$ cat src/rtl/rrs_pkg.sv
package rrs_pkg;
  typedef enum logic [2:0] {
    PH_IDLE = 3'd0,
    PH_WAKE = 3'd1,
    PH_ACQ  = 3'd2,
    PH_CONV = 3'd3,
    PH_WAIT = 3'd4,
    PH_SEND = 3'd5
  } phase_t;
endpackage

$ cat src/rtl/rrs_phase_ctl.sv
module rrs_phase_ctl
  import rrs_pkg::*;
#(
  parameter int WAKE_CYC = 5,
  parameter int ACQ_CYC  = 10,
  parameter int CONV_CYC = 6
) (
  input  logic   clk,
  input  logic   rst_n,
  input  logic   cyc_start,
  input  logic   tok_grant,
  input  logic   empty,
  input  logic   send_done,
  output phase_t phase
);
  localparam int MAXD = (WAKE_CYC > ACQ_CYC) ?
                        ((WAKE_CYC > CONV_CYC) ? WAKE_CYC : CONV_CYC) :
                        ((ACQ_CYC > CONV_CYC) ? ACQ_CYC : CONV_CYC);
  localparam int CNTW = (MAXD > 1) ? $clog2(MAXD) : 1;

  logic [CNTW-1:0] cnt;

  // last count value of a timed phase
  function automatic logic [CNTW-1:0] phase_last(input phase_t p);
    case (p)
      PH_WAKE: phase_last = CNTW'(WAKE_CYC - 1);
      PH_ACQ:  phase_last = CNTW'(ACQ_CYC - 1);
      default: phase_last = CNTW'(CONV_CYC - 1);
    endcase
  endfunction

  function automatic phase_t phase_next(input phase_t p);
    case (p)
      PH_WAKE: phase_next = PH_ACQ;
      PH_ACQ:  phase_next = PH_CONV;
      default: phase_next = PH_WAIT;
    endcase
  endfunction

  always_ff @(posedge clk) begin
    if (!rst_n) begin
      phase <= PH_IDLE;
      cnt   <= '0;
    end else begin
      case (phase)
        PH_IDLE: if (cyc_start) begin
          phase <= PH_WAKE;
          cnt   <= '0;
        end
        PH_WAKE, PH_ACQ, PH_CONV: begin
          if (cnt == phase_last(phase)) begin
            phase <= phase_next(phase);
            cnt   <= '0;
          end else begin
            cnt <= cnt + 1'b1;
          end
        end
        PH_WAIT: if (tok_grant) phase <= empty ? PH_IDLE : PH_SEND;
        PH_SEND: if (send_done) phase <= PH_IDLE;
        default: phase <= PH_IDLE;
      endcase
    end
  end
endmodule

$ cat src/rtl/rrs_bit_pacer.sv
module rrs_bit_pacer #(
  parameter int EVW      = 4,
  parameter int EVT_BITS = 8,
  parameter int BIT_DIV  = 3,
  parameter int BITW     = 7
) (
  input  logic            clk,
  input  logic            rst_n,
  input  logic            load,
  input  logic [EVW-1:0]  evt_cnt,
  input  logic            active,
  output logic            bit_stb,
  output logic [BITW-1:0] bit_idx,
  output logic            last_end
);
  localparam int DIVW = (BIT_DIV > 1) ? $clog2(BIT_DIV) : 1;

  logic [DIVW-1:0] div;
  logic [BITW-1:0] last_bit;

  // index of the final bit for a given event count (count must be non-zero)
  function automatic logic [BITW-1:0] final_bit(input logic [EVW-1:0] n);
    final_bit = BITW'(int'(n) * EVT_BITS - 1);
  endfunction

  wire div_wrap = (div == DIVW'(BIT_DIV - 1));

  always_ff @(posedge clk) begin
    if (!rst_n) begin
      div      <= '0;
      bit_idx  <= '0;
      last_bit <= '0;
    end else if (load) begin
      div      <= '0;
      bit_idx  <= '0;
      last_bit <= final_bit(evt_cnt);
    end else if (active) begin
      if (div_wrap) begin
        div     <= '0;
        bit_idx <= bit_idx + 1'b1;
      end else begin
        div <= div + 1'b1;
      end
    end
  end

  assign bit_stb  = active && (div == '0);
  assign last_end = active && div_wrap && (bit_idx == last_bit);
endmodule

$ cat src/rtl/rrs_token_out.sv
module rrs_token_out #(
  parameter bit IS_LAST = 1'b0
) (
  input  logic clk,
  input  logic rst_n,
  input  logic release_ev,
  output logic tok_out,
  output logic ro_done
);
  always_ff @(posedge clk) begin
    if (!rst_n) begin
      tok_out <= 1'b0;
      ro_done <= 1'b0;
    end else begin
      tok_out <= release_ev;
      ro_done <= release_ev & IS_LAST;
    end
  end
endmodule

$ cat src/rtl/ring_readout_seq.sv
module ring_readout_seq
  import rrs_pkg::*;
#(
  parameter int WAKE_CYC = 5,
  parameter int ACQ_CYC  = 10,
  parameter int CONV_CYC = 6,
  parameter int EVW      = 4,
  parameter int EVT_BITS = 8,
  parameter int BIT_DIV  = 3,
  parameter bit IS_LAST  = 1'b0,
  localparam int MAXBITS = ((1 << EVW) - 1) * EVT_BITS,
  localparam int BITW    = $clog2(MAXBITS + 1)
) (
  input  logic            clk,
  input  logic            rst_n,
  input  logic            cyc_start,
  input  logic            tok_in,
  input  logic [EVW-1:0]  evt_cnt,
  output logic            pwr_en,
  output logic [2:0]      phase_o,
  output logic            data_en,
  output logic            bit_stb,
  output logic [BITW-1:0] bit_idx,
  output logic            tok_out,
  output logic            ro_done
);
  phase_t phase;
  logic   send_done;

  // named internal events
  wire empty      = (evt_cnt == '0);
  wire tok_grant  = (phase == PH_WAIT) && tok_in;
  wire send_load  = tok_grant && !empty;
  wire sending    = (phase == PH_SEND);
  wire release_ev = (tok_grant && empty) || send_done;

  rrs_phase_ctl #(
    .WAKE_CYC(WAKE_CYC), .ACQ_CYC(ACQ_CYC), .CONV_CYC(CONV_CYC)
  ) u_phase (
    .clk(clk), .rst_n(rst_n), .cyc_start(cyc_start), .tok_grant(tok_grant),
    .empty(empty), .send_done(send_done), .phase(phase)
  );

  rrs_bit_pacer #(
    .EVW(EVW), .EVT_BITS(EVT_BITS), .BIT_DIV(BIT_DIV), .BITW(BITW)
  ) u_pacer (
    .clk(clk), .rst_n(rst_n), .load(send_load), .evt_cnt(evt_cnt),
    .active(sending), .bit_stb(bit_stb), .bit_idx(bit_idx),
    .last_end(send_done)
  );

  rrs_token_out #(.IS_LAST(IS_LAST)) u_tok (
    .clk(clk), .rst_n(rst_n), .release_ev(release_ev),
    .tok_out(tok_out), .ro_done(ro_done)
  );

  assign pwr_en  = (phase != PH_IDLE);
  assign data_en = sending;
  assign phase_o = phase;
endmodule

$ cat config.mk
export PLATFORM = sky130hd
export DESIGN_NAME = ring_readout_seq
export DESIGN_NICKNAME = d
export VERILOG_FILES = /design/src/rtl/rrs_pkg.sv /design/src/rtl/rrs_phase_ctl.sv /design/src/rtl/rrs_bit_pacer.sv /design/src/rtl/rrs_token_out.sv /design/src/rtl/ring_readout_seq.sv
export SDC_FILE = /design/constraint.sdc
export NUM_CORES = 1
export LEC_CHECK = 0
export BUFFER_PORTS_ARGS = -buffer_cell sky130_fd_sc_hd__buf_2
export CORE_MARGIN = 2
export CORE_UTILIZATION = 53
export DETAILED_ROUTE_END_ITERATION = 10
export PLACE_DENSITY = 0.79
export SYNTH_ARGS = -nofsm -noshare
export SYNTH_HDL_FRONTEND = slang
export SYNTH_SLANG_ARGS = --single-unit
export TNS_END_PERCENT = 20
$ cat constraint.sdc
create_clock -name clk -period 2.3 [get_ports clk]
set_input_delay 0.46 -clock clk [delete_from_list [all_inputs] [get_ports clk]]
set_output_delay 0.46 -clock clk [all_outputs]
set_load 0.03 [all_outputs]
==> run summary, run 1 <==
The worst hold path begins at evt_cnt[0]. In this run the critical register-to-register path is launched from u_phase.phase[0]. Entering global routing, the biggest net connects 16 pins. The run gives 3 as the clock buffer count from CTS.

In the post-route analysis, the smallest setup slack over all paths is 0.236 ns. Summed over all layers, the routed wires come to 2390 um. In this run the critical register-to-register path is captured at u_phase.cnt[3]. The net switching power is 0.255 mW. The average instance area after synthesis is 8.52 um2. At the placement stage, the worst setup path has a slack of 0.499 ns.

The number of nets in the finished design was 172. The detail-routed net length per standard cell came out at 12.7 um. After global routing the overflow that remains totals 0.

The congestion estimate from routability-driven global placement came to 0.775. In the routed design, unresolved DRC markers number 0. Global routing consumed, over all layers together, 20.8% of the routing resources. Measured in cells, the most critical reg-to-reg path has a length of 5. Combinational share of power: 17.1%.

After synthesis, the most frequently instantiated cells are 22 x sky130_fd_sc_hd__dfxtp_1, 19 x sky130_fd_sc_hd__nand2_1, 14 x sky130_fd_sc_hd__nor2_1. The first-pass GRT wire length was 4100 um; the maximum vdd ir drop was 0.000571 V. The area occupied by registers is 440 um2, and the delay of the slowest critical-path stage is 0.64 ns.

By area the synthesized netlist is led by sky130_fd_sc_hd__dfxtp_1 37%, sky130_fd_sc_hd__xnor2_1 6.6%, sky130_fd_sc_hd__nand2_1 5.9%, sky130_fd_sc_hd__nor2_1 4.4%, sky130_fd_sc_hd__o211a_1 4.2%. The number of nets handed over by synthesis was 152. The most frequently used flop master after synthesis was sky130_fd_sc_hd__dfxtp_1. The number of global-route vias before repair was 964; the number of max-cap violations was 0. Measured along the y axis, the die boundary spans 51.6 um. The first routing iteration left 13 violations.

The count of different cell masters after synthesis is 38. For this run, the register share of the synthesized area comes to 36.7%. For the number of failing setup endpoints in the final timing report, the log shows 0. The destination of the worst hold path is u_pacer.last_bit[3]. Yosys mapped a number of flops with a built-in enable equal to 0.

The clock passes through at most 2 buffers. The gate count after technology mapping is 141. Setup repair after global routing left no endpoint under its margin. Clock latency on the worst-skew pair, taken at its later pin, is 0.32 ns. Synthesis inferred 22 register bits. Measured on the finished design, the core utilization comes to 63.0%. The maximum fanout encountered on the critical timing path works out to 12. The slowest stage of the critical path is the sky130_fd_sc_hd__dfxtp_1 cell. Once detailed placement completed, the half-perimeter wirelength came to 1800 um. The pre-antenna-repair detailed-routing pass consisted of 4 iterations. The type of the worst setup path is flip-flop to output port. Along the worst hold path, the cell count comes to 3. The number of buffers inserted by port buffering came out at 21. The routed design could run at a clock period as short as 2.06 ns. Internal power comes to 0.628 mW. The critical path goes through nand3b_4, nor3_1, buf_2. After layout, the worst path uses 89.7% of the clock period. The tools report the maximum frequency from static timing analysis as 0.484 GHz. The worst setup path is launched from a flip-flop. The run gives 48.5% as the sequential fraction of design power.

For the initial core utilization, the log shows 55.4%. The run finished with clean final reports. For the final database, setup skew stands at 0.0112 ns. The final route contains 1033 vias. Data arrival time of the critical path: 1.60 ns. Yosys instantiated no cell more often than sky130_fd_sc_hd__dfxtp_1.

The number of core rows came out at 17. TritonCTS built the clock tree. For the area of combinational cells with multiple inputs, the log shows 699 um2. The cell family contributing the most delay on the critical path was flip-flops.

The number of buffers inserted by post-CTS setup repair was 0; the switching part of the total power was 28.9%. The worst min-delay path category was input port to flip-flop. The logs give 0 for the quantity of hold-fixing buffers added after cts and 0 for the number of instances resized during post-cts repair. The number of clock sinks came out at 22. The cell sitting at the root of the clock tree is a sky130_fd_sc_hd__clkbuf_4. Dividing total power by cell area gives a power density of 647 mW/mm2. The share of final-layout standard cells stronger than drive strength 1 was 20.0%; the number of fillers in the final layout was 194. The count of synthesis-stage warnings from yosys was 0; the share of flip-flops with an asynchronous set or reset was 0%. Adding up every negative setup slack in the final design gives 0 ns. Summed over its instances, the top area cell type makes up 36.7% of the synthesized netlist area. The largest total area in the synthesized netlist belongs to sky130_fd_sc_hd__dfxtp_1. The number of antenna violations at the first check in global routing came out at 0. Max-slew violation count: 0.

The final-report hold violation count is 0. The synthesized netlist occupies a cell area of 0.00120 mm2. Clock-pin slew was measured on the worst setup and hold paths at 0.13 ns. In this run the remaining antenna-violating nets after routing total 0. The die area was 0.00266 mm2. STA classifies the critical path endpoint as an output port. The repair_antennas step left the layout with diodes totalling 0. Summed over all cells, the static leakage comes to 0.646 nW. From synthesis to final layout, the design area changed by 13.7%. The count of pins on the block boundary came out at 23. The core region is 0.00217 mm2.

The worst register-to-register path has a setup slack of 0.45 ns. The die width is 51.6 um, and the proportion of power drawn by the clock network is 34.4%. Number of buffer and inverter instances along the worst setup path: 1. The number of levels in the clock H-tree is 1, and the detail-routed via count per cell is 5.49.

For the worst setup path, the data required time is 1.84 ns.
[placed cells by master, fill, tap and decap left out, drive strengths merged, types with 3 or more instances in the layout]
cell    netlist  final
nand4         4      4
nand3         3      3
nand2b        3      3
o21ai         4      4
nand2        19     19
nor2         14     14
inv           7      7
clkbuf        2      3
nor4          4      4
a21oi         4      4
dfxtp        22     22
nor3          3      3
o211a         5      5
xnor2         9      9
xor2          4      4
ha            3      3
buf           5     22
[worst register-to-register path: cells and delay by family, from the launching register on]
family / cells / cell delay (ns)
AND/OR/NAND/NOR: 4 / 0.85
flip-flops: 1 / 0.64
AO/OA/AOI/OAI: 1 / 0.27
[metrics by stage]
| step | hold slack, ns | instance area, um2 | total power, mW | instances |
|---|---|---|---|---|
| 6_report | 0.427 | 1370 | 0.883 | 188 |
| 5_1_grt | 0.438 | 1370 | 0.923 | 188 |
| 4_1_cts | 0.422 | 1370 | 0.890 | 188 |
| 3_5_place_dp | 0.478 | 1310 | 0.590 | 184 |
| 3_3_place_gp | 0.465 | 1310 | 0.582 | 184 |
| 2_1_floorplan | 0.454 | 1200 | 0.556 | 141 |
[power by group through the flow]
stage | sequential, mW | clock [mW] | combinational [mW]
2_1_floorplan | 0.427 | 0 | 0.130
3_3_place_gp | 0.434 | 0 | 0.148
3_5_place_dp | 0.437 | 0 | 0.153
4_1_cts | 0.428 | 0.309 | 0.153
5_1_grt | 0.433 | 0.322 | 0.167
6_report | 0.428 | 0.303 | 0.151
[worst max-delay path by stage]
stage / startpoint / to / slack (ns) / depth (start not counted)
after floorplan: u_phase.phase[0] / bit_stb / 0.21 / 3
after global placement: evt_cnt[0] / u_pacer.bit_idx[2] / 0.51 / 7
after detailed placement: evt_cnt[0] / u_pacer.bit_idx[2] / 0.50 / 7
after CTS: u_phase.phase[2] / bit_stb / 0.22 / 3
after global routing: u_phase.phase[0] / bit_stb / 0.07 / 3
final: u_phase.phase[0] / bit_stb / 0.24 / 3
[routing by layer]
layer,track usage [%],up-vias,part of all wire [%]
met4,10.5,0,1.8
met2,35.0,32,48
met1,23.6,473,44
met5,0,-,0
li1,-,524,-
met3,6.32,4,5.8
[final cells by class]
class | instances | area share [%]
multi-input combinational | 105 | 51.2
clock buffer | 3 | 1.65
tap | 28 | 2.56
timing repair buffer | 22 | 8.24
clock inverter | 1 | 2.20
inverter | 7 | 1.92
sequential | 22 | 32.2
[logic make-up after synthesis]
kind of cell             count (synthesis)  synth area share (%)
AND/OR/NAND/NOR                         64                  30.3
AO/OA/AOI/OAI                           22                  13.3
flip-flops                              22                  36.7
buffers and inverters                   14                  5.11
XOR/XNOR                                13                  9.48
adder cells (fa/ha/maj)                  3                  3.13
multiplexers                             2                  1.67
other                                    1                 0.312
[state kept, by name, indices dropped and copies added (netlist names)]
register / flops
u_pacer.div: 2
u_phase.cnt: 4
u_pacer.last_bit: 5
u_pacer.bit_idx: 7
u_phase.phase: 3
u_tok.tok_out: 1
Power figures use the tool's default switching activity.
==> inputs of run 2 (changes only) <==
--- a/config.mk
+++ b/config.mk
@@ -6,10 +6,12 @@
 export NUM_CORES = 1
 export LEC_CHECK = 0
 export BUFFER_PORTS_ARGS = -buffer_cell sky130_fd_sc_hd__buf_2
+export CORE_ASPECT_RATIO = 0.8
 export CORE_MARGIN = 2
-export CORE_UTILIZATION = 53
+export CORE_UTILIZATION = 56
+export CTS_BUF_LIST = sky130_fd_sc_hd__clkbuf_4
 export DETAILED_ROUTE_END_ITERATION = 10
-export PLACE_DENSITY = 0.79
+export PLACE_DENSITY = 0.83
 export SYNTH_ARGS = -nofsm -noshare
 export SYNTH_HDL_FRONTEND = slang
 export SYNTH_SLANG_ARGS = --single-unit
==> constraint.sdc (replaced) <==
create_clock -name clk -period 2 [get_ports clk]
set_input_delay 0.4 -clock clk [delete_from_list [all_inputs] [get_ports clk]]
set_output_delay 0.4 -clock clk [all_outputs]
set_load 0.03 [all_outputs]
==> run summary, run 2 (synthesized netlist as in run 1, its figures left out) <==
The core utilization of the finished layout is 70.1%, and the detail-routed via count per cell is 5.48. The detail-routed net length per standard cell was 12.9 um. The startpoint type of the worst setup path was a flip-flop. For met2 alone, demand over resource in global routing was 33.1%. The HPWL after detailed placement is 1870 um. The final antenna diode count was 0; the number of DRC markers in iteration 0 was 22. The number of max-cap violations was 0.

The share of final-layout standard cells stronger than drive strength 1 came out at 22.1%. The tools report the master cell of the clock root buffer as sky130_fd_sc_hd__clkbuf_4. Clock latency on the worst-skew pair, taken at its later pin, is 0.32 ns. Clock skew on the completed layout was measured at 0.00779 ns. The routed layout has 1024 vias. Quantity of hold-fixing buffers added after cts: 0. The shortest clock period the worst path allows after layout is 1.83 ns. In the final layout, the registers with the most flip-flops are u_pacer.bit_idx (7), u_pacer.last_bit (5), u_phase.cnt (4).

The number of global-route vias before repair came out at 931. In the layout the commonest cells are 21 x sky130_fd_sc_hd__buf_2, 21 x sky130_fd_sc_hd__dfxtp_1, 19 x sky130_fd_sc_hd__nand2_1. For the total leakage power, the log shows 0.655 nW. At the worst endpoint, the required time is 1.60 ns. In this run the horizontal extent of the chip is 55.8 um.

In the finished design, the share of the clock period the worst path needs comes to 91.4%. Register with the highest flop count: u_pacer.bit_idx. Relative to the synthesized area, the layout overhead comes to 13.5%. The final weighted congestion in routability-driven placement is 0.852. Once the clock tree was built, the resizer swapped 0 gates to a different size. After clock tree synthesis, the setup repair step added 0 buffers. STA classifies the critical path endpoint as an output port. The first detailed-routing pass took 4 iterations. The filler cells instantiated in the layout total 159. Of the total power, the clock network draws 23.7%. Sequential cells account for 53.4% of the total power. The clock buffer count from CTS was 3; the maximum number of buffers from clock root to sink was 2. In this run, the combinational gates consume 22.8% of the power. Across all hold checks on the routed design, the worst slack comes to 0.367 ns.

In the final timing run, aggregate negative setup slack is 0 ns. In this run the vertical extent of the chip is 45.4 um. The total overflow left after global routing is 0. The run gives 21.5% as the overall global routing resource usage. For the worst setup path, the data arrival time is 1.43 ns.

IR analysis of the VDD net gives a maximum drop of 0.000603 V. The tools report the max-slew violation count as 0. The tools report the final-report hold violation count as 0.

For the number of levels in the clock H-tree, the log shows 1. Number of failing setup endpoints in the final timing report: 0. TritonCTS built the clock tree. The total power density per cell area was 656 mW/mm2. The floorplan step defined a core boundary enclosing 0.00194 mm2.

In this run the core area contains 14 standard-cell rows. For this run, global-route usage on met1 was measured as 28.0%. The count of buffers added on input and output ports is 21. After detailed routing, the total wire length is 2420 um. The path with the worst hold slack has its endpoint at u_pacer.last_bit[3]. Clock edge transition at the registers on the reported setup and hold paths: 0.12 ns. The internal cell power came out at 0.602 mW. The tools report the beginning of the worst hold path as evt_cnt[0]. Number of antenna violations at the first check in global routing: 0. The run finished with clean final reports.

The first global-routing pass estimated 4110 um of wire. The number of instances on the worst hold path is 3. Path depth of the worst reg2reg path: 5.

The design draws 0.895 mW. The type of the worst setup path is flip-flop to output port. The tools report the start of the worst register-to-register path as u_phase.phase[1]. The die area is 0.00253 mm2, and the maximum fanout encountered on the critical timing path is 8. The worst flop-to-flop path endpoint was u_phase.phase[2].

The logs give 61.8% for the initial core utilization and 0.34 ns for the internal reg-to-reg setup slack. The run gives 0.292 mW as the net switching power. In this run the count of I/O pins placed on the die edge is 23.

The remaining routing DRC violations was 0. The flip-flop count of the largest register after layout is 7, and the number of nets in the finished design is 175. Setup repair after global routing left no endpoint under its margin.

The residual antenna-violating net count after detailed routing came out at 0. Derived from the worst setup path, the maximum achievable clock frequency is 0.547 GHz. The met3 usage is 7.39%.

Entering global routing, the biggest net connects 16 pins. The most used routing layer in global routing is met2. The number of clock sinks is 22. The worst min-delay path category is input port to flip-flop.

Net switching is 32.7% of the power.
run 2: cell types whose count changed in the layout (fill, tap and decap cells not counted), sizes merged:
cell,previous run,this run
clkinv,0,1
buf,22,25
bufinv,1,0
run 2: worst max path at each step:
stage	from	endpoint	slack, ns	cells after the start
after floorplan	u_phase.phase[0]	u_phase.phase[2]	0.21	6
after global placement	evt_cnt[0]	u_pacer.bit_idx[6]	0.32	7
after detailed placement	evt_cnt[0]	u_pacer.div[0]	0.24	7
after CTS	u_phase.phase[2]	bit_stb	0.09	3
after global routing	u_phase.phase[0]	pwr_en	0.13	3
final	u_phase.phase[0]	pwr_en	0.17	3
run 2: through the flow:
step	instances	worst slack [ns]	cell area (um2)
5_1_grt	187	0.132	1360
6_report	187	0.171	1360
2_1_floorplan	141	0.211	1210
4_1_cts	187	0.0942	1360
3_5_place_dp	183	0.240	1340
3_3_place_gp	183	0.324	1340
run 2: worst max-delay path, stage by stage (launching register included):
cell and delay, ns:
sky130_fd_sc_hd__dfxtp_1 0.39, sky130_fd_sc_hd__buf_4 0.19, sky130_fd_sc_hd__or3_1 0.36, sky130_fd_sc_hd__buf_2 0.18
run 2: area by class of cell:
cell class,count,area [um2],share of cell area [%]
repair buffers,25,135,9.91
well taps,24,30.0,2.20
inverters,7,26.3,1.93
clock inverters,1,3.75,0.275
flip-flops and latches,22,442,32.4
multi-input cells,105,704,51.7
clock buffers,3,22.5,1.65
run 2: routing by layer:
metal  share of wire (%)  vias up  routed length (um)
met5                   0        -                   0
met4                 2.0        0                  48
li1                    -      527                   -
met1                  50      460                1220
met3                 5.2        8                 126
met2                  42       29                1030
run 2: power by group through the flow:
stage | Combinational (mW) | Clock [mW] | Sequential (mW)
after global placement | 0.194 | 0 | 0.487
after floorplan | 0.149 | 0 | 0.491
after global routing | 0.226 | 0.231 | 0.480
after detailed placement | 0.203 | 0 | 0.487
after CTS | 0.203 | 0.216 | 0.477
final | 0.204 | 0.212 | 0.478
==> inputs of run 3 (changes only) <==
==> constraint.sdc (replaced) <==
create_clock -name clk -period 2 [get_ports clk]
set_input_delay 0.6 -clock clk [delete_from_list [all_inputs] [get_ports clk]]
set_output_delay 0.6 -clock clk [all_outputs]
set_load 0.03 [all_outputs]
==> run summary, run 3 (synthesized netlist as in run 1, its figures left out) <==
The tightest hold path in the finished design has a slack of 0.511 ns. The worst setup path is of the flip-flop to output port kind. Total leakage power: 0.655 nW. After clock tree synthesis, the clock-pin slew on the worst setup and hold paths is 0.12 ns. The path class of the tightest hold or removal check is flip-flop to flip-flop. Summed over all nets, the half-perimeter wirelength after detailed placement is 1950 um.

Sort of element at the end of the critical path: an output port. The number of levels in the clock H-tree was 1. Counting flops per register, the top entry is u_pacer.bit_idx. The number of instances resized during post-cts repair is 1, and the quantity of hold-fixing buffers added after cts is 0. The die covers 0.00253 mm2. The maximum fanout encountered on the critical timing path came out at 13. The minimum setup slack after placement is 0.0436 ns, and the count of pins on the block boundary is 23.

The tools report the maximum vdd ir drop as 0.000553 V. For the finished layout, the period the worst path requires is 1.92 ns. For the overall global routing resource usage, the log shows 21.6%. The run finished with clean final reports. The largest clock skew in the final design came out at 0.00186 ns.

The chip height works out to 45.4 um. The share of final-layout standard cells stronger than drive strength 1 is 22.7%, and the number of global-route vias before repair is 929. The logs give 2 for the maximum number of buffers from clock root to sink and 175 for the number of nets in the finished design. Leaving out fill and tap cells, the most frequent cells in the layout are 20 x sky130_fd_sc_hd__buf_2, 20 x sky130_fd_sc_hd__dfxtp_1, 19 x sky130_fd_sc_hd__nand2_1. The number of clock sinks was 22; the final-report hold violation count was 0. Once routing completed, OpenROAD measured the worst setup slack at 0.0768 ns. The tree is rooted in a sky130_fd_sc_hd__clkbuf_4. Max-cap violations in this run came to 0. The run gives 0 as the number of antenna violations at the first check in global routing.

The register with the most flip-flops in the layout has 7 of them. The die is 55.8 um wide. The max-slew violation count came out at 0. STA classifies the critical path startpoint as a flip-flop. The remaining routing DRC violations was 0. The run gives 14 as the number of core rows.

The final route contains 1042 vias. The area added between synthesis and finish is 14.1%, and the data required time at the worst endpoint is 1.40 ns. Setup repair after global routing left no endpoint under its margin. Setup violations remaining at the end of the flow were counted as 0. The number of buffers inserted by post-CTS setup repair was 0; the clock network latency to the later pin of the worst-skew pair was 0.31 ns. Global routing finished with a remaining overflow of 0. Clock tree synthesis inserted a total of 3 buffers. For this configuration, the core starts out at a cell density of 61.8%. The run gives 29 as the number of DRC markers in iteration 0. The setup TNS after final layout is 0 ns, and the largest net degree at the start of global routing is 16.

Based on the critical path, the design can be clocked at up to 0.520 GHz. Wires add up to 2490 um. Buffers placed on the I/O ports in this run total 21. In this run the power density over the cells is 645 mW/mm2. The final weighted congestion in routability-driven placement came out at 0.847.

In the final layout, the registers with the most flip-flops are u_pacer.bit_idx (7), u_pacer.last_bit (5), u_phase.cnt (4). The detail-routed net length per standard cell was 13.3 um; the detail-routed via count per cell was 5.57. The residual antenna-violating net count after detailed routing is 0, and the area of the core region is 0.00194 mm2.

The tools report the final antenna diode count as 0. TritonCTS built the clock tree. Before antenna repair, the detailed router went through 4 iterations. For the worst setup path, the data arrival time is 1.32 ns. The period utilization is 96.2%, and the first-pass GRT wire length is 4130 um.
## run 3: cell types whose count changed in the layout (fill, tap and decap cells not counted), sizes merged
cell,previous run,this run
clkbuf,3,4
buf,25,24
## run 3: final cells by class
class | count | area [um2]
multi-input cells | 105 | 704
fillers | 160 | 574
flip-flops and latches | 22 | 445
repair buffers | 25 | 138
well taps | 24 | 30.0
inverters | 7 | 26.3
clock buffers | 3 | 22.5
clock inverters | 1 | 3.75
## run 3: power breakdown
group	internal (mW)	total [mW]	switching (mW)
clock network	0.0730	0.205	0.132
registers	0.453	0.481	0.0276
logic	0.0760	0.198	0.122
total	0.602	0.884	0.282
## run 3: worst max-delay path, cell delays in order (launching register included)
cell and delay, ns:
sky130_fd_sc_hd__dfxtp_1 0.36, sky130_fd_sc_hd__buf_4 0.18, sky130_fd_sc_hd__or3_1 0.29, sky130_fd_sc_hd__buf_2 0.18
## run 3: metal layers
metal / global-route usage (%) / routed length [um] / vias up
met5: 0 / 0 / -
met4: 5.85 / 19 / 0
met3: 5.68 / 117 / 2
met2: 37.1 / 1150 / 22
met1: 27.5 / 1200 / 486
li1: - / - / 532
## run 3: worst paths after layout
path	slack, ns	to	start	cells past startpoint
setup / recovery	0.08	pwr_en	u_phase.phase[2]	3
hold / removal	0.51	u_pacer.last_bit[2]	u_pacer.last_bit[2]	1
setup reg to reg	0.32	u_phase.phase[2]	u_pacer.bit_idx[1]	5
hold reg to reg	0.51	u_pacer.last_bit[2]	u_pacer.last_bit[2]	1
## run 3: per-stage QoR
step                      util, %  std cells  cell area [um2]  total power, mW
after global placement       68.7        183             1340            0.679
after CTS                    70.1        187             1360            0.890
after floorplan                 -        141             1210            0.639
after detailed placement     68.7        183             1340            0.689
after global routing         70.5        187             1370            0.932
final                        70.5        187             1370            0.884
